<file path="src/rtl/romwin_pkg.sv">
package romwin_pkg;

    localparam int SLOT_ID_W = 3;
    localparam logic [3:0] WIN_NIBBLE = 4'hC;
    localparam logic [11:0] CLR_OFFSET = 12'hFFF;

    typedef logic [SLOT_ID_W-1:0] slot_id_t;

    typedef enum logic [1:0] {
        RGN_NONE   = 2'd0,
        RGN_BASIC  = 2'd1,
        RGN_EXPAND = 2'd2
    } region_e;

    typedef struct packed {
        logic    hit;
        region_e region;
        logic [3:0] page;
        logic    is_clr;
    } acc_info_t;

    function automatic logic in_window(input logic [15:0] addr);
        return (addr[15:12] == WIN_NIBBLE) && (addr[11:8] != 4'h0);
    endfunction

    function automatic region_e classify(input logic [15:0] addr);
        if (!in_window(addr))
            return RGN_NONE;
        return addr[11] ? RGN_EXPAND : RGN_BASIC;
    endfunction

endpackage

</file>
<file path="src/rtl/romwin_decode.sv">
module romwin_decode
    import romwin_pkg::*;
(
    input  logic        acc_valid,
    input  logic [15:0] acc_addr,
    output acc_info_t   info
);
    region_e rgn;

    always_comb begin
        rgn         = classify(acc_addr);
        info.hit    = acc_valid && (rgn != RGN_NONE);
        info.region = acc_valid ? rgn : RGN_NONE;
        info.page   = acc_addr[11:8];
        info.is_clr = info.hit && (acc_addr[11:0] == CLR_OFFSET);
    end
endmodule

</file>
<file path="src/rtl/romwin_route.sv">
module romwin_route
    import romwin_pkg::*;
#(
    parameter int NUM_SLOTS = 7
) (
    input  acc_info_t              info,
    input  logic                   slot_rom_en,
    input  logic                   slot3_int,
    input  logic [NUM_SLOTS-1:0]   card_present,
    input  slot_id_t               owner,
    output logic                   int_rom_sel,
    output logic [NUM_SLOTS-1:0]   slot_sel,
    output logic [NUM_SLOTS-1:0]   exp_en,
    output logic                   idle_ff,
    output logic                   set_req,
    output slot_id_t               set_id
);
    localparam logic [3:0] OVR_PAGE = 4'h3;

    logic override_hit;
    logic card_path;

    always_comb begin
        override_hit = slot3_int && (info.region == RGN_BASIC) && (info.page == OVR_PAGE);
        card_path    = info.hit && slot_rom_en && !override_hit;
        int_rom_sel  = info.hit && !card_path;
        set_req      = card_path && (info.region == RGN_BASIC);
        set_id       = info.page[SLOT_ID_W-1:0];
    end

    for (genvar i = 0; i < NUM_SLOTS; i++) begin : g_slot
        localparam slot_id_t ID = slot_id_t'(i + 1);
        assign slot_sel[i] = card_path && (info.region == RGN_BASIC)
                             && (info.page[SLOT_ID_W-1:0] == ID) && card_present[i];
        assign exp_en[i]   = card_path && (info.region == RGN_EXPAND)
                             && (owner == ID) && card_present[i];
    end

    assign idle_ff = card_path && (slot_sel == '0) && (exp_en == '0);
endmodule

</file>
<file path="src/rtl/romwin_owner.sv">
module romwin_owner
    import romwin_pkg::*;
#(
    parameter int NUM_SLOTS = 7
) (
    input  logic                 clk,
    input  logic                 rst,
    input  logic                 set_req,
    input  slot_id_t             set_id,
    input  logic                 clr_req,
    input  logic [NUM_SLOTS-1:0] card_present,
    output slot_id_t             owner
);
    logic [NUM_SLOTS-1:0] present_q;
    logic [NUM_SLOTS-1:0] fell;
    logic                 owner_lost;
    slot_id_t             owner_q;

    assign fell = present_q & ~card_present;

    always_comb begin
        owner_lost = 1'b0;
        for (int i = 0; i < NUM_SLOTS; i++) begin
            if (owner_q == slot_id_t'(i + 1) && fell[i])
                owner_lost = 1'b1;
        end
    end

    always_ff @(posedge clk) begin
        if (rst) begin
            owner_q   <= '0;
            present_q <= '0;
        end else begin
            present_q <= card_present;
            if (set_req)
                owner_q <= set_id;
            else if (clr_req || owner_lost)
                owner_q <= '0;
        end
    end

    assign owner = owner_q;
endmodule

</file>
<file path="src/rtl/rom_window_sel.sv">
module rom_window_sel
    import romwin_pkg::*;
#(
    parameter int NUM_SLOTS = 7
) (
    input  logic                 clk,
    input  logic                 rst,
    input  logic                 acc_valid,
    input  logic [15:0]          acc_addr,
    input  logic                 slot_rom_en,
    input  logic                 slot3_int,
    input  logic [NUM_SLOTS-1:0] card_present,
    output logic                 int_rom_sel,
    output logic [NUM_SLOTS-1:0] slot_sel,
    output logic [NUM_SLOTS-1:0] exp_en,
    output logic                 idle_ff
);
    acc_info_t info;
    slot_id_t  owner;
    logic      set_req;
    slot_id_t  set_id;

    romwin_decode u_decode (
        .acc_valid (acc_valid),
        .acc_addr  (acc_addr),
        .info      (info)
    );

    romwin_route #(.NUM_SLOTS(NUM_SLOTS)) u_route (
        .info         (info),
        .slot_rom_en  (slot_rom_en),
        .slot3_int    (slot3_int),
        .card_present (card_present),
        .owner        (owner),
        .int_rom_sel  (int_rom_sel),
        .slot_sel     (slot_sel),
        .exp_en       (exp_en),
        .idle_ff      (idle_ff),
        .set_req      (set_req),
        .set_id       (set_id)
    );

    romwin_owner #(.NUM_SLOTS(NUM_SLOTS)) u_owner (
        .clk          (clk),
        .rst          (rst),
        .set_req      (set_req),
        .set_id       (set_id),
        .clr_req      (info.is_clr),
        .card_present (card_present),
        .owner        (owner)
    );
endmodule

</file>
<file path="config.mk">
export PLATFORM = sky130hd
export DESIGN_NAME = rom_window_sel
export DESIGN_NICKNAME = d
export VERILOG_FILES = /design/src/rtl/romwin_pkg.sv /design/src/rtl/romwin_decode.sv /design/src/rtl/romwin_route.sv /design/src/rtl/romwin_owner.sv /design/src/rtl/rom_window_sel.sv
export SDC_FILE = /design/constraint.sdc
export NUM_CORES = 1
export LEC_CHECK = 0
export ABC_CLOCK_PERIOD_IN_PS = 3000
export BUFFER_PORTS_ARGS = -buffer_cell sky130_fd_sc_hd__buf_2
export CAP_MARGIN = 20
export CORE_UTILIZATION = 44
export CTS_CLUSTER_DIAMETER = 80
export DETAILED_ROUTE_END_ITERATION = 10
export PLACE_DENSITY = 0.89
export SLEW_MARGIN = 0
export SYNTH_ARGS = -nofsm -noshare
export SYNTH_HDL_FRONTEND = slang
export SYNTH_SLANG_ARGS = --single-unit
</file>
<file path="constraint.sdc">
create_clock -name clk -period 3 [get_ports clk]
set_clock_uncertainty 0.2 [all_clocks]
set_input_delay 0.15 -clock clk [delete_from_list [all_inputs] [get_ports clk]]
set_output_delay 0.15 -clock clk [all_outputs]
set_load 0.1 [all_outputs]
</file>
==> results of run 1 <==
[state kept, by name (all words and copies together) (netlist names)]
name,cells
u_owner.owner,3
u_owner.present_q,7
[worst reg2reg max path: cells and delay by family, from the launching register on]
family,cells,cell delay (ns)
AND/OR/NAND/NOR,1,0.10
flip-flops,1,0.56
AO/OA/AOI/OAI,3,0.75
[cells in the mapped netlist, drive strengths merged, types with 2 or more instances]
cell type,instances,share of area
nand2,7,0.032
nor2b,13,0.098
inv,2,0.0091
o221ai,3,0.032
clkbuf,4,0.018
nand3b,3,0.027
nor4b,2,0.029
a22oi,2,0.018
mux2,4,0.054
o21ai,4,0.024
buf,3,0.026
nand4,4,0.030
a221oi,3,0.032
and3,10,0.076
dfxtp,10,0.24
a21oi,3,0.018
nand2b,2,0.015
nand3,2,0.012
nor2,9,0.041
[cells by family after synthesis]
kind of cell,Yosys count,synth area share
simple gates,63,0.474
buf+inv,9,0.0529
compound gates,20,0.177
flops,10,0.242
mux,4,0.0544
[per-layer routing]
layer,track usage,vias to the layer above,part of all wire
met4,0.170,0,0.038
met2,0.434,74,0.49
li1,-,503,-
met3,0.0754,16,0.090
met5,0,-,0
met1,0.295,498,0.39
[layout make-up]
| cell class | instances | area [um^2] | area share |
|---|---|---|---|
| Multi-Input combinational cell | 87 | 589 | 0.491 |
| Tap cell | 25 | 31.3 | 0.0261 |
| Clock buffer | 4 | 36.3 | 0.0302 |
| Sequential cell | 10 | 200 | 0.167 |
| Timing Repair Buffer | 55 | 335 | 0.279 |
| Inverter | 2 | 7.51 | 0.00626 |
[worst max-delay path by stage]
stage	slack [ns]	startpoint	endpoint	depth (start not counted)
2_1_floorplan	0.23	u_owner.owner[1]$_SDFFE_PP0P_	idle_ff	4
3_3_place_gp	0.68	u_owner.owner[1]$_SDFFE_PP0P_	idle_ff	5
3_5_place_dp	0.59	u_owner.owner[1]$_SDFFE_PP0P_	idle_ff	5
4_1_cts	0.29	u_owner.owner[1]$_SDFFE_PP0P_	idle_ff	5
5_1_grt	0.14	u_owner.owner[1]$_SDFFE_PP0P_	idle_ff	5
6_report	0.25	u_owner.owner[1]$_SDFFE_PP0P_	idle_ff	5
[power groups by stage]
stage	Sequential [W]	Clock, W	Combinational [W]
final	0.000140	0.000119	0.0000763
after global routing	0.000140	0.000125	0.0000817
after CTS	0.000139	0.000121	0.0000741
after detailed placement	0.000143	0	0.0000619
after global placement	0.000142	0	0.0000593
after floorplan	0.000142	0	0.0000342
[per-stage QoR]
step | worst slack (ns) | cell area [um^2] | power [W] | hold slack [ns] | util
2_1_floorplan | 0.229 | 833 | 0.000176 | 0.0782 | -
3_3_place_gp | 0.676 | 1040 | 0.000202 | 0.236 | 0.598
3_5_place_dp | 0.594 | 1040 | 0.000204 | 0.241 | 0.598
4_1_cts | 0.287 | 1200 | 0.000334 | 0.00187 | 0.687
5_1_grt | 0.137 | 1200 | 0.000347 | 0.00899 | 0.687
6_report | 0.253 | 1200 | 0.000335 | 0.00787 | 0.687
==> flow_summary_export.csv, run 1 <==
group,metric,value,unit
status,status,"finished, final reports clean",
setup_path,r2r_slack,1.32,ns
pwr,cellLeakagePower,0.566,nW
final_layout,area_growth,44.9,%
global_routing,grt_usage,0.264,
worst_hold_path,holdPathEnd,"u_owner.present_q[2]$_SDFF_PP0_",
setup_path,start_kind,"flip-flop",
final_layout,fill_cells,133,
die,initial_core_util,0.475,
cts,root_buffer,"clkbuf_4",
cts,tritoncts,"yes",
timing,slew_viol_final,0,
setup_path,cp_cell_sequence,"mux2_2 -> a221oi_1 -> o221ai_1 -> a211oi_2 -> buf_2",
final_layout,stdcell_count,183,
die,core,1750,um^2
routing,detail-route-antenna-nets,0,
routing,drcViolationCount,0,
final_layout,final_nets,187,
cts,clk_pin_slew,0.07,ns
setup_path,cp_max_fo,13,
synth,ys_ff_latch,10,
synth,synth_ff_type,"dfxtp_1",
worst_hold_path,hold_class,"primary input to flip-flop",
setup_path,r2r-end,"u_owner.owner[1]$_SDFFE_PP0P_",
timing,slew_headroom,0.675,
timing,worst_pin_slew,0.492,ns
die,die_h,45.4,um
synth,synth.distinct_cells,38,
setup_path,critPathKind,"flip-flop to output port",
global_routing,grt_pass1_vias,931,
timing,max_freq,0.364,GHz
synth,yosysWarnings,0,
routing,wl_per_cell,14.4,um
setup_path,rr_startpoint,"u_owner.owner[1]$_SDFFE_PP0P_",
synth,syn_area,828,um^2
worst_hold_path,worstHoldPathCells,2,
pwr,seqPwrFrac,0.417,
pwr,irDropWorstVdd,0.249,mV
global_routing,grt_overflow,0,
cts,cts_inserted_buffers,3,
pwr,clock_power_share,0.356,
place,gp_congestion,0.843,
setup_path,cp.arrival,2.40,ns
die,die_x,45.4,um
timing,layout_worst_path_cycle_share,0.916,
final_layout,antenna_cells,0,
timing,finalSetupTns,0,ns
cts,clockBufferDepth,2,
global_routing,antenna_found_initial,0,
setup_path,crit_buf_inv,1,
synth,synth-edff-count,0,
die,placementRows,15,
final_layout,drive_above_1_share,0.354,
pwr,power_switching,0.0000848,W
global_routing,grt_pass1_wl,3.93,mm
final_layout,layout_commonest_cell,"buf_2",
cts,htreeDepth,1,
pwr,p_int,0.000250,W
routing,dr.first_iter.drc_count,55,
synth,syn_nets,134,
die,die_area,2060,um^2
routing,dr.pass1.iters,5,
timing,timing.final.crit_period,2.75,ns
setup_path,crit_required,2.65,ns
final_layout,layout_common_cells,"43 x buf_2, 13 x nor2b_1, 12 x dlygate4sd3_1",
cts,insertion_delay,0.27,ns
global_routing,grt_max_degree,14,
cts,post-cts-setup-buffers,0,
synth,synth_cells,106,
place,io_buffers,43,
setup_path,crit_family,"compound AO/OA/AOI/OAI gates",
timing,rsz0062_at_grt,"false",
synth,synthArstFlopShare,0,
routing,routed_wl,2.64,mm
place,place.detailed.hpwl,1.83,mm
synth,ys_seq_area_frac,0.242,
place,dp_cells,167,
worst_hold_path,min_from,"card_present[2]",
timing,final-hold-violation-count,0,
setup_path,crit_path_end_kind,"output port",
job,cap_viol_max_count,0,
setup_path,max_stage_delay,0.56,ns
cts,cts_hold_buf,12,
pwr,power.density,279,nW/um^2
die,io_pins,44,
timing,setup_viol,0,
setup_path,worst-r2r-cell-count,4,
cts,cts_sinks,10,
setup_path,slowest_stage,"dfxtp_1",
synth,syn_area_per_cell,7.81,um^2
cts,post_cts_resized,0,
routing,vias_per_cell,5.96,
pwr,sw_frac_of_total,0.253,
routing,vias,1091,
pwr,combPwrFrac,0.228,
Note: power is estimated with default switching activity, not from simulation.
==> run 2: changes to the inputs <==
--- a/config.mk
+++ b/config.mk
@@ -10,6 +10,6 @@
 export CAP_MARGIN = 20
-export CORE_UTILIZATION = 44
+export CORE_UTILIZATION = 45
 export CTS_CLUSTER_DIAMETER = 80
 export DETAILED_ROUTE_END_ITERATION = 10
-export PLACE_DENSITY = 0.89
+export PLACE_DENSITY = 0.88
 export SLEW_MARGIN = 0
@@ -17,2 +17,3 @@
 export SYNTH_HDL_FRONTEND = slang
+export SYNTH_HIERARCHICAL = 1
 export SYNTH_SLANG_ARGS = --single-unit
--- a/constraint.sdc
+++ b/constraint.sdc
@@ -4,2 +4,2 @@
 set_output_delay 0.15 -clock clk [all_outputs]
-set_load 0.1 [all_outputs]
+set_load 0.01 [all_outputs]
==> flow_summary_export.csv, run 2 <==
group,metric,value,unit
status,status,"finished, final reports clean",
final_layout,drive_above_1_share,0.355,
synth,ys_ff_latch,10,
setup_path,start_kind,"primary input",
routing,vias_per_cell,5.76,
routing,dr.pass1.iters,4,
die,core,1960,um^2
synth,synth_xor_xnor_area_share,0,
final_layout,layout_commonest_cell,"buf_2",
final_layout,layout_common_cells,"43 x buf_2, 13 x nand2_1, 10 x dfxtp_1",
global_routing,antenna_found_initial,0,
die,io_pins,44,
routing,dr.first_iter.drc_count,33,
timing,final-hold-violation-count,0,
timing,max_freq,0.400,GHz
routing,detail-route-antenna-nets,0,
synth,syn_nets,149,
timing,timing.final.crit_period,2.50,ns
pwr,cellLeakagePower,0.558,nW
timing,rsz0062_at_grt,"false",
global_routing,grt_overflow,0,
timing,finalSetupTns,0,ns
pwr,power.density,260,nW/um^2
synth,ys_seq_area_frac,0.214,
cts,insertion_delay,0.26,ns
synth,synth_compound_gate_area_share,0.117,
global_routing,grt_pass1_vias,880,
synth,syn_area,933,um^2
routing,vias,1112,
cts,tritoncts,"yes",
die,die_area,2260,um^2
timing,slew_headroom,0.621,
synth,synthMuxAreaShare,0.0442,
global_routing,grt_max_degree,19,
worst_hold_path,hold_class,"primary input to flip-flop",
cts,htreeDepth,1,
job,cap_viol_max_count,0,
timing,setup_viol,0,
synth,yosys-top-cells-count,"13 x nand2_1, 10 x dfxtp_1, 9 x nor2_1, 9 x nor2b_1, 7 x buf_4",
timing,worst_pin_slew,0.568,ns
timing,layout_worst_path_cycle_share,0.833,
synth,synth-edff-count,0,
setup_path,cp.arrival,2.48,ns
cts,root_buffer,"clkbuf_4",
die,initial_core_util,0.476,
synth,synth_top_area_frac,0.214,
setup_path,critPathKind,"primary input to flip-flop",
global_routing,grt_usage,0.240,
die,die_h,47.5,um
place,io_buffers,43,
final_layout,area_growth,32.2,%
synth,synth_ff_type,"dfxtp_1",
synth,synthAdderAreaFrac,0,
routing,routed_wl,2.74,mm
setup_path,slowest_stage,"or4b_1",
cts,cts_hold_buf,8,
synth,synthArstFlopShare,0,
place,gp_congestion,0.795,
pwr,power,0.000321,W
cts,cts_sinks,10,
cts,clockBufferDepth,2,
die,die_x,47.5,um
setup_path,crit_buf_inv,1,
cts,clk_pin_slew,0.06,ns
cts,cts_inserted_buffers,3,
cts,post-cts-setup-buffers,0,
timing,slew_viol_final,0,
final_layout,fill_cells,187,
setup_path,crit_family,"simple AND/OR/NAND/NOR gates",
setup_path,max_stage_delay,0.55,ns
routing,wl_per_cell,14.2,um
global_routing,grt_pass1_wl,3.88,mm
routing,drcViolationCount,0,
synth,synth.distinct_cells,44,
die,placementRows,16,
setup_path,crit_path_end_kind,"flip-flop",
final_layout,largest_reg_flops,7,
setup_path,crit_required,2.98,ns
synth,yosys.area_share.simple,0.535,
final_layout,final_nets,195,
synth,yosysMostFrequentCell,"nand2_1",
synth,syn_area_per_cell,7.71,um^2
place,place.detailed.hpwl,2.03,mm
synth,yosysWarnings,6,
synth,synth_top_family_by_area,"simple AND/OR/NAND/NOR gates",
synth,yosys-top-cells-area,"dfxtp_1 21%, nor2b_1 6.0%, buf_4 5.6%",
final_layout,regMostFlops,"u_owner/present_q",
synth,synth_cells,121,
setup_path,cp_cell_sequence,"buf_2 -> nor2_2 -> nand4_2 -> nor3_2 -> nand4b_1 -> nor3_1 -> nor3_1 -> or4b_1 -> o41ai_2 -> o21bai_1",
setup_path,cpMostUsedCell,"nor3_1",
final_layout,antenna_cells,0,
synth,synth_top_area_cell,"dfxtp_1",
pwr,irDropWorstVdd,0.128,mV
cts,post_cts_resized,0,
setup_path,cp_max_fo,4,
-- run 2: cell count changes in the layout (fill, tap and decap cells not counted), sizes merged, moves of 3 or more --
cell         before  now
a221oi            3    0
inv               2    5
nor3              0    7
mux2i             0    3
and3             10    0
nor2b            13    9
nand2b            2    5
o221ai            3    0
nand2             7   13
dlygate4sd3      12    8
mux2              4    1
nand4b            0    3
-- run 2: metal layers --
| metal | share of wire | track usage | up-vias |
|---|---|---|---|
| li1 | - | - | 529 |
| met1 | 0.43 | 0.315 | 516 |
| met2 | 0.49 | 0.427 | 65 |
| met3 | 0.071 | 0.0151 | 2 |
| met4 | 0.0047 | 0.0556 | 0 |
| met5 | 0 | 0 | - |
-- run 2: through the flow --
step / util / hold slack [ns] / setup slack, ns / std cells / area, um^2
6_report: 0.629 / 0.0119 / 0.501 / 193 / 1230
5_1_grt: 0.629 / 0.000857 / 0.352 / 193 / 1230
4_1_cts: 0.629 / 0.00293 / 0.556 / 193 / 1230
3_5_place_dp: 0.570 / 0.245 / 0.280 / 181 / 1120
3_3_place_gp: 0.570 / 0.229 / 0.436 / 181 / 1120
2_1_floorplan: - / 0.0782 / 0.630 / 121 / 933
-- run 2: path summary, 6_finish.rpt --
path | from | to | slack, ns | cells after the start
hold reg to reg | u_owner/present_q[2]$_SDFF_PP0_ | u_owner/owner[0]$_SDFFE_PP0P_ | 0.41 | 3
setup reg to reg | u_owner/owner[1]$_SDFFE_PP0P_ | u_owner/owner[1]$_SDFFE_PP0P_ | 1.17 | 3
hold / removal | card_present[4] | u_owner/present_q[4]$_SDFF_PP0_ | 0.01 | 2
setup / recovery | acc_addr[13] | u_owner/owner[1]$_SDFFE_PP0P_ | 0.50 | 10
-- run 2: cells by family (layout without fill, tap and decap cells) --
group	Yosys count	in the layout
simple gates	76	76
flops	10	10
mux	4	4
buf+inv	15	60
compound gates	16	16
-- run 2: worst reg2reg max path, delay by kind of cell (launching register included) --
kind | cells | cell delay, ns
flops | 1 | 0.57
simple gates | 1 | 0.50
compound gates | 2 | 0.49
-- run 2: report_power, final --
group / leakage (nW) / internal (W) / switching [W]
sequential: 0.0825 / 0.000138 / 0.00000159
combinational: 0.455 / 0.0000314 / 0.0000323
clock: 0.0210 / 0.0000735 / 0.0000441
-- run 2: cell type report --
cell class / instances / area [um^2] / share of cell area
flip-flops and latches: 10 / 200 / 0.162
multi-input cells: 96 / 649 / 0.526
well taps: 27 / 33.8 / 0.0274
inverters: 5 / 18.8 / 0.0152
clock buffers: 4 / 36.3 / 0.0294
repair buffers: 51 / 295 / 0.239
